<file path="src/rtl/hpmPkg.sv">
package hpmPkg;
  localparam logic [11:0] ADDR_M_LO = 12'hB05;
  localparam logic [11:0] ADDR_M_HI = 12'hB85;
  localparam logic [11:0] ADDR_S_LO = 12'hC05;
  localparam logic [11:0] ADDR_S_HI = 12'hC85;
  localparam logic [11:0] ADDR_SEL  = 12'h325;
  localparam logic [11:0] ADDR_INH  = 12'h320;
  localparam logic [11:0] ADDR_EN   = 12'h306;
  localparam int          SLOT_BIT  = 5;
  localparam logic [1:0]  PRIV_M    = 2'b11;

  typedef enum logic [2:0] {
    RD_NONE, RD_CNT_LO, RD_CNT_HI, RD_SEL, RD_INH, RD_EN
  } rdSel_e;

  typedef struct packed {
    logic   wrCntLo;
    logic   wrCntHi;
    logic   wrSel;
    logic   wrInh;
    logic   wrEn;
    rdSel_e rdSel;
  } hpmStrobe_t;
endpackage

</file>
<file path="src/rtl/hpmCtrl.sv">
module hpmCtrl
  import hpmPkg::*;
#(
  parameter int XLEN = 32
) (
  input  logic             clk,
  input  logic             rstN,
  input  logic [11:0]      csrAddr,
  input  logic             csrRead,
  input  logic             csrWrite,
  input  logic [1:0]       privLevel,
  input  logic             enableBit,
  output hpmStrobe_t       strobe,
  output logic             csrIllegal
);
  localparam bit HAS_HI = (XLEN == 32);

  typedef enum logic [2:0] {
    REG_NONE, REG_M_LO, REG_M_HI, REG_S_LO, REG_S_HI, REG_SEL, REG_INH, REG_EN
  } region_e;

  region_e region;
  logic    isMachine;
  logic    access;
  logic    legal;
  logic    okWrite;

  always_comb begin
    region = REG_NONE;
    case (csrAddr)
      ADDR_M_LO: region = REG_M_LO;
      ADDR_M_HI: region = HAS_HI ? REG_M_HI : REG_NONE;
      ADDR_S_LO: region = REG_S_LO;
      ADDR_S_HI: region = HAS_HI ? REG_S_HI : REG_NONE;
      ADDR_SEL:  region = REG_SEL;
      ADDR_INH:  region = REG_INH;
      ADDR_EN:   region = REG_EN;
      default:   region = REG_NONE;
    endcase
  end

  assign isMachine = (privLevel == PRIV_M);
  assign access    = csrRead | csrWrite;

  always_comb begin
    case (region)
      REG_M_LO, REG_M_HI, REG_SEL, REG_INH, REG_EN: legal = isMachine;
      REG_S_LO, REG_S_HI: legal = !csrWrite && (isMachine || enableBit);
      default: legal = 1'b0;
    endcase
  end

  assign csrIllegal = access && !legal;
  assign okWrite    = csrWrite && legal;

  always_comb begin
    strobe.wrCntLo = okWrite && (region == REG_M_LO);
    strobe.wrCntHi = okWrite && (region == REG_M_HI);
    strobe.wrSel   = okWrite && (region == REG_SEL);
    strobe.wrInh   = okWrite && (region == REG_INH);
    strobe.wrEn    = okWrite && (region == REG_EN);
    strobe.rdSel   = RD_NONE;
    if (csrRead && legal) begin
      case (region)
        REG_M_LO, REG_S_LO: strobe.rdSel = RD_CNT_LO;
        REG_M_HI, REG_S_HI: strobe.rdSel = RD_CNT_HI;
        REG_SEL:            strobe.rdSel = RD_SEL;
        REG_INH:            strobe.rdSel = RD_INH;
        REG_EN:             strobe.rdSel = RD_EN;
        default:            strobe.rdSel = RD_NONE;
      endcase
    end
  end

  AST_ILLEGAL_NO_EFFECT: assert property (@(posedge clk) disable iff (!rstN)
    csrIllegal |-> ($countones({strobe.wrCntLo, strobe.wrCntHi, strobe.wrSel,
                                strobe.wrInh, strobe.wrEn}) == 0
                    && strobe.rdSel == RD_NONE));
  AST_LOWPRIV_MACHINE: assert property (@(posedge clk) disable iff (!rstN)
    (access && privLevel != PRIV_M && csrAddr == ADDR_M_LO) |-> csrIllegal);
  AST_SHADOW_GATED: assert property (@(posedge clk) disable iff (!rstN)
    (csrRead && privLevel != PRIV_M && csrAddr == ADDR_S_LO && !enableBit)
      |-> csrIllegal);
  AST_SHADOW_NO_WRITE: assert property (@(posedge clk) disable iff (!rstN)
    (csrWrite && (csrAddr == ADDR_S_LO || csrAddr == ADDR_S_HI)) |-> csrIllegal);
  AST_ONE_WRITE: assert property (@(posedge clk) disable iff (!rstN)
    $onehot0({strobe.wrCntLo, strobe.wrCntHi, strobe.wrSel, strobe.wrInh,
              strobe.wrEn}));
endmodule

</file>
<file path="src/rtl/hpmDatapath.sv">
module hpmDatapath
  import hpmPkg::*;
#(
  parameter int XLEN        = 32,
  parameter int NUM_EVENTS  = 16,
  parameter bit IMPLEMENTED = 1'b1,
  parameter int SEL_W       = 4
) (
  input  logic                  clk,
  input  logic                  rstN,
  input  hpmStrobe_t            strobe,
  input  logic [XLEN-1:0]       wrData,
  input  logic [NUM_EVENTS-1:0] eventPulse,
  output logic [XLEN-1:0]       rdData,
  output logic                  enableBit
);
  localparam int PAD_W = 1 << SEL_W;

  logic [63:0]      countQ;
  logic [63:0]      countD;
  logic [SEL_W-1:0] selQ;
  logic             inhQ;
  logic             enQ;
  logic [PAD_W-1:0] evPad;
  logic             evHit;
  logic             cntWrite;

  assign evPad    = PAD_W'(eventPulse);
  assign evHit    = !inhQ && (selQ != '0) && evPad[selQ];
  assign cntWrite = strobe.wrCntLo | strobe.wrCntHi;

  generate
    if (XLEN == 32) begin : g_split
      always_comb begin
        countD = countQ;
        if (strobe.wrCntLo)      countD[31:0]  = wrData[31:0];
        else if (strobe.wrCntHi) countD[63:32] = wrData[31:0];
        else if (evHit)          countD        = countQ + 64'd1;
      end
    end else begin : g_full
      always_comb begin
        countD = countQ;
        if (strobe.wrCntLo) countD = 64'(wrData);
        else if (evHit)     countD = countQ + 64'd1;
      end
    end

    if (IMPLEMENTED) begin : g_cnt
      always_ff @(posedge clk) begin
        if (!rstN) countQ <= '0;
        else       countQ <= countD;
      end
    end else begin : g_nocnt
      assign countQ = '0;
    end
  endgenerate

  always_ff @(posedge clk) begin
    if (!rstN) begin
      selQ <= '0;
      inhQ <= 1'b0;
      enQ  <= 1'b0;
    end else begin
      if (strobe.wrSel) selQ <= wrData[SEL_W-1:0];
      if (strobe.wrInh) inhQ <= wrData[SLOT_BIT];
      if (strobe.wrEn)  enQ  <= wrData[SLOT_BIT];
    end
  end

  assign enableBit = enQ;

  always_comb begin
    case (strobe.rdSel)
      RD_CNT_LO: rdData = countQ[XLEN-1:0];
      RD_CNT_HI: rdData = XLEN'(countQ >> 32);
      RD_SEL:    rdData = XLEN'(selQ);
      RD_INH:    rdData = XLEN'(inhQ) << SLOT_BIT;
      RD_EN:     rdData = XLEN'(enQ) << SLOT_BIT;
      default:   rdData = '0;
    endcase
  end

  AST_STEP_ONE: assert property (@(posedge clk) disable iff (!rstN)
    !cntWrite |=> (countQ == $past(countQ) || countQ == $past(countQ) + 64'd1));
  AST_ZERO_SEL_IDLE: assert property (@(posedge clk) disable iff (!rstN)
    (selQ == '0 && !cntWrite) |=> $stable(countQ));
  AST_INHIBIT_HOLDS: assert property (@(posedge clk) disable iff (!rstN)
    (inhQ && !cntWrite) |=> $stable(countQ));

  generate
    if (IMPLEMENTED && XLEN == 32) begin : g_ast32
      AST_WRITE_WINS: assert property (@(posedge clk) disable iff (!rstN)
        strobe.wrCntLo |=> countQ[31:0] == $past(wrData[31:0]));
      AST_LO_KEEPS_HI: assert property (@(posedge clk) disable iff (!rstN)
        strobe.wrCntLo |=> countQ[63:32] == $past(countQ[63:32]));
    end else if (IMPLEMENTED) begin : g_ast64
      AST_WRITE_WINS: assert property (@(posedge clk) disable iff (!rstN)
        strobe.wrCntLo |=> countQ == 64'($past(wrData)));
    end else begin : g_astOff
      AST_STAYS_ZERO: assert property (@(posedge clk) disable iff (!rstN)
        1'b1 |=> countQ == '0 && $stable(countQ));
    end
  endgenerate
endmodule

</file>
<file path="src/rtl/hpmCounterUnit.sv">
module hpmCounterUnit
  import hpmPkg::*;
#(
  parameter int XLEN        = 32,
  parameter int NUM_EVENTS  = 16,
  parameter bit IMPLEMENTED = 1'b1
) (
  input  logic                  clk,
  input  logic                  rstN,
  input  logic [11:0]           csrAddr,
  input  logic                  csrRead,
  input  logic                  csrWrite,
  input  logic [XLEN-1:0]       csrWdata,
  input  logic [1:0]            privLevel,
  input  logic [NUM_EVENTS-1:0] eventPulse,
  output logic [XLEN-1:0]       csrRdata,
  output logic                  csrIllegal
);
  localparam int SEL_W = (NUM_EVENTS > 1) ? $clog2(NUM_EVENTS) : 1;

  hpmStrobe_t strobe;
  logic       enableBit;

  hpmCtrl #(.XLEN(XLEN)) u_ctrl (
    .clk(clk), .rstN(rstN), .csrAddr(csrAddr), .csrRead(csrRead),
    .csrWrite(csrWrite), .privLevel(privLevel), .enableBit(enableBit),
    .strobe(strobe), .csrIllegal(csrIllegal)
  );

  hpmDatapath #(
    .XLEN(XLEN), .NUM_EVENTS(NUM_EVENTS), .IMPLEMENTED(IMPLEMENTED), .SEL_W(SEL_W)
  ) u_dp (
    .clk(clk), .rstN(rstN), .strobe(strobe), .wrData(csrWdata),
    .eventPulse(eventPulse), .rdData(csrRdata), .enableBit(enableBit)
  );
endmodule

</file>
<file path="config.mk">
export PLATFORM = sky130hd
export DESIGN_NAME = hpmCounterUnit
export DESIGN_NICKNAME = d
export VERILOG_FILES = /design/src/rtl/hpmPkg.sv /design/src/rtl/hpmCtrl.sv /design/src/rtl/hpmDatapath.sv /design/src/rtl/hpmCounterUnit.sv
export SDC_FILE = /design/constraint.sdc
export NUM_CORES = 1
export LEC_CHECK = 0
export ABC_AREA = 1
export CORE_ASPECT_RATIO = 0.9
export CORE_MARGIN = 1
export CORE_UTILIZATION = 55
export DETAILED_ROUTE_END_ITERATION = 16
export GPL_TIMING_DRIVEN = 0
export PLACE_DENSITY = 0.81
export REMOVE_ABC_BUFFERS = 1
export SYNTH_ARGS = -nofsm -noshare
export SYNTH_HDL_FRONTEND = slang
export SYNTH_HIERARCHICAL = 1
export SYNTH_SLANG_ARGS = --single-unit
</file>
<file path="constraint.sdc">
create_clock -name clk -period 4 [get_ports clk]
set_input_delay 0.4 -clock clk [delete_from_list [all_inputs] [get_ports clk]]
set_output_delay 0.4 -clock clk [all_outputs]
set_load 0.03 [all_outputs]
</file>
==> impl_metrics.env <==
export IMPL_status="completed"
export IMPL_sink_of_the_worst_hold_path="u_dp/countQ[7]$_SDFFE_PN0P_"
export IMPL_grt_pass1_wl_mm=40.1
export IMPL_port_buffers=98
export IMPL_layout_nets=1410
export IMPL_power_dens_cells_nw_per_um2=194
export IMPL_place_gp_congestion=0.974
export IMPL_initial_cell_density_of_the_core=0.574
export IMPL_synth_flop_cell="sky130_fd_sc_hd__dfxtp_1"
export IMPL_first_global_vias=7723
export IMPL_areaGrowthSynthToFinish_pct=21.6
export IMPL_rr_startpoint="u_dp/enableBit$_SDFFE_PN0P_"
export IMPL_clock_root_buffer="sky130_fd_sc_hd__clkbuf_16"
export IMPL_grt_max_degree=72
export IMPL_reg2reg_end="u_dp/countQ[50]$_SDFFE_PN0P_"
export IMPL_endpoint_required_time_on_the_critical_path_ps=3600
export IMPL_setup_worst_path_class="primary input to output pin"
export IMPL_number_of_clock_sinks=70
export IMPL_worst_hold_slack_ps=546
export IMPL_io_pin_count=99
export IMPL_synth_yosys_seq_area_share=0.210
export IMPL_fillers=1112
export IMPL_max_slew_worst_pin_slew_ps=1360
export IMPL_placementRows=37
export IMPL_synth_distinct_cells=33
export IMPL_clk_transition_reported_paths_ps=60
export IMPL_clk_latency_ps=340
export IMPL_cts_root_to_sink_buffers=2
export IMPL_drt_antenna_violating_nets=0
export IMPL_post_synth_edffs=0
export IMPL_most_common_layout_cells="sky130_fd_sc_hd__nand2_1, sky130_fd_sc_hd__nor2_1, sky130_fd_sc_hd__nand3_1"
export IMPL_async_flop_share=0
export IMPL_worst_r2r_path_depth=11
export IMPL_p_seq_frac=0.442
export IMPL_power_clock_fraction=0.488
export IMPL_timing_critical_path_fanout_max=6
export IMPL_max_vdd_ir_drop_mv=0.183
export IMPL_cp_end_kind="output pin"
export IMPL_post_layout_nonfiller_instances=1500
export IMPL_synth_avg_cell_area_sq_um=5.31
export IMPL_post_synthesis_cell_count=1256
export IMPL_timing_final_crit_share=0.950
export IMPL_pwr_share_comb=0.070
export IMPL_regToRegSetupSlack_ps=1440
export IMPL_route_vias_total=8635
export IMPL_netlist_area_sq_um=6670
export IMPL_place_detailed_instances=1469
export IMPL_ys_warnings=6
export IMPL_tritoncts="done"
export IMPL_detailedRoute_firstIterationViolations=1178
export IMPL_globalRoute_totalOverflow=0
export IMPL_max_freq_mhz=263
export IMPL_worst_endpoint_arrival_ps=3400
export IMPL_die_height_um=106
export IMPL_number_of_antenna_violations_at_the_first_check_in_global_routing=0
export IMPL_rsz_0062_raised_after_global_routing="false"
export IMPL_slew_limit_fails=0
export IMPL_drive_gt1_frac=0.121
export IMPL_worst_path_dominant_cell_family="buffers and inverters"
export IMPL_cellInternalPower_mw=1.19
export IMPL_total_leakage_power_nw=3.31
export IMPL_clock_skew_after_layout_ps=6.20
export IMPL_drv_max_cap_violation_count=0
export IMPL_cts_made_buffers=9
export IMPL_avgViaCountPerCell=5.76
export IMPL_dieArea_sq_um=12600
export IMPL_hold_path_startpoint="u_dp/countQ[7]$_SDFFE_PN0P_"
export IMPL_crit_buf_inv=8
export IMPL_timing_hold_violations_final=0
export IMPL_holdCritPathClass="register to register"
export IMPL_timing_hold_worst_path_depth=2
export IMPL_route_final_wire_length_mm=25.4
export IMPL_synth_seq_cells=70
export IMPL_cp_slowest_stage_delay_ps=490
export IMPL_core_util_final=0.698
export IMPL_setup_violations=0
export IMPL_max_slew_margin_rel=0.0949
export IMPL_avgRoutedWirePerCell_um=16.9
export IMPL_power_share_switching=0.242
export IMPL_list_of_cells_traversed_by_the_critical_path="clkdlybuf4s50_1 > nand2_2 > nor2_4 > nand3_2 > nand2_4 > inv_2 > nand2_2 > inv_2 > ha_1 > inv_1 > nand2_1 > nand2_1 > nand2_2 > nand2_2 > nor2_1 > inv_2 > nand2_1 > nor2_4 > buf_12 > buf_4 > nand2_1 > o21ai_0 > buf_2"
export IMPL_length_of_the_first_detailed_routing_pass_in_iterations=6
export IMPL_mostFrequentLayoutCell="sky130_fd_sc_hd__nand2_1"
export IMPL_drt_drc_violations_left=0
export IMPL_aggregate_negative_setup_slack_ps=0
export IMPL_p_sw_mw=0.381
export IMPL_grt_util_all_layers=0.405
export IMPL_core_sq_um=11600
export IMPL_fp_dieW_um=118
export IMPL_final_min_clock_period_ps=3800
export IMPL_critical_path_slowest_cell="sky130_fd_sc_hd__clkdlybuf4s50_1"
export IMPL_num_antenna_cells=0
export IMPL_worst_setup_path_start_kind="primary input"
export IMPL_hpwl_mm=17.1
export IMPL_h_tree_levels=3
layout make-up:
type                       count  area, sq um  area share
tap                          156          195      0.0241
inverter                     129          508      0.0626
multi-input combinational   1017         4700       0.580
clock buffer                  10          239      0.0295
timing repair buffer         110         1010       0.124
clock inverter                 6         37.5     0.00463
timing repair inverter         2         18.8     0.00231
sequential                    70         1400       0.173
per-layer routing:
metal / vias to the layer above / global-route usage / share of wire
met5: - / 0 / 0
met4: 0 / 0.173 / 0.033
met3: 77 / 0.0891 / 0.14
met2: 616 / 0.618 / 0.42
met1: 3794 / 0.548 / 0.41
li1: 4148 / - / -
tightest hold or removal path: stages, from the launching register on:
cell,delay [ps]
sky130_fd_sc_hd__dfxtp_1,340
sky130_fd_sc_hd__nand3_1,90
sky130_fd_sc_hd__a21oi_1,60
power by group through the flow:
stage | combinational [mW] | clock (mW) | sequential (mW)
after floorplan | 0.0243 | 0 | 0.713
after global placement | 0.108 | 0 | 0.713
after detailed placement | 0.108 | 0 | 0.713
after CTS | 0.109 | 0.766 | 0.697
after global routing | 0.119 | 0.799 | 0.697
final | 0.110 | 0.768 | 0.697
through the flow:
| stage | setup WS [ps] | power, mW | instance area [sq um] |
|---|---|---|---|
| 6_report | 201 | 1.58 | 8110 |
| 5_1_grt | 1.26 | 1.61 | 8110 |
| 4_1_cts | -13.1 | 1.57 | 8150 |
| 3_5_place_dp | -2500 | 0.820 | 7680 |
| 3_3_place_gp | -3920 | 0.820 | 7620 |
| 2_1_floorplan | -732 | 0.737 | 6450 |
cell usage after synthesis, drive strengths merged (2+ instances only):
cell type,n,area [sq um]
nor3,3,15.0
o21ai,55,279
a31oi,2,12.5
nand3,120,631
nand2,493,1940
dfxtp,70,1400
ha,5,62.6
nand4,15,93.8
xor2,2,17.5
nor2,234,1040
and2,2,12.5
a21oi,55,275
clkbuf,22,82.6
clkinv,2,7.51
o22ai,22,138
o221ai,3,26.3
buf,21,138
inv,127,477
how the worst max path moves through the flow:
stage	from	endpoint	slack [ps]	depth (start not counted)
after floorplan	csrAddr[4]	u_dp/countQ[1]$_SDFFE_PN0P_	-730	20
after global placement	csrAddr[9]	u_dp/countQ[1]$_SDFFE_PN0P_	-3920	20
after detailed placement	csrAddr[9]	u_dp/countQ[1]$_SDFFE_PN0P_	-2500	21
after CTS	csrAddr[9]	csrRdata[26]	-10	22
after global routing	csrAddr[9]	csrRdata[13]	1	22
final	csrAddr[9]	csrRdata[6]	200	23
flip-flops by register name, summed over array words and instances, names as in the netlist:
register        count
u_dp/inhQ           1
u_dp/selQ           4
u_dp/countQ        64
u_dp/enableBit      1
kinds of logic (layout without fill, tap and decap cells):
group	count (synthesis)	after routing	synth area share
adder cells (fa/ha/maj)	5	5	0.00938
flip-flops	70	70	0.210
XOR/XNOR	2	2	0.00263
AO/OA/AOI/OAI	139	139	0.112
buffers and inverters	172	257	0.106
AND/OR/NAND/NOR	868	871	0.560
repair_timing:
action                     4_1_cts  5_1_grt
setup endpoints to repair       96       95
pin swaps                        4        3
gates resized for setup        108      112
gates cloned                     4        1
setup buffers                    7        3
hold buffers                     0        0
Power figures use the tool's default switching activity.
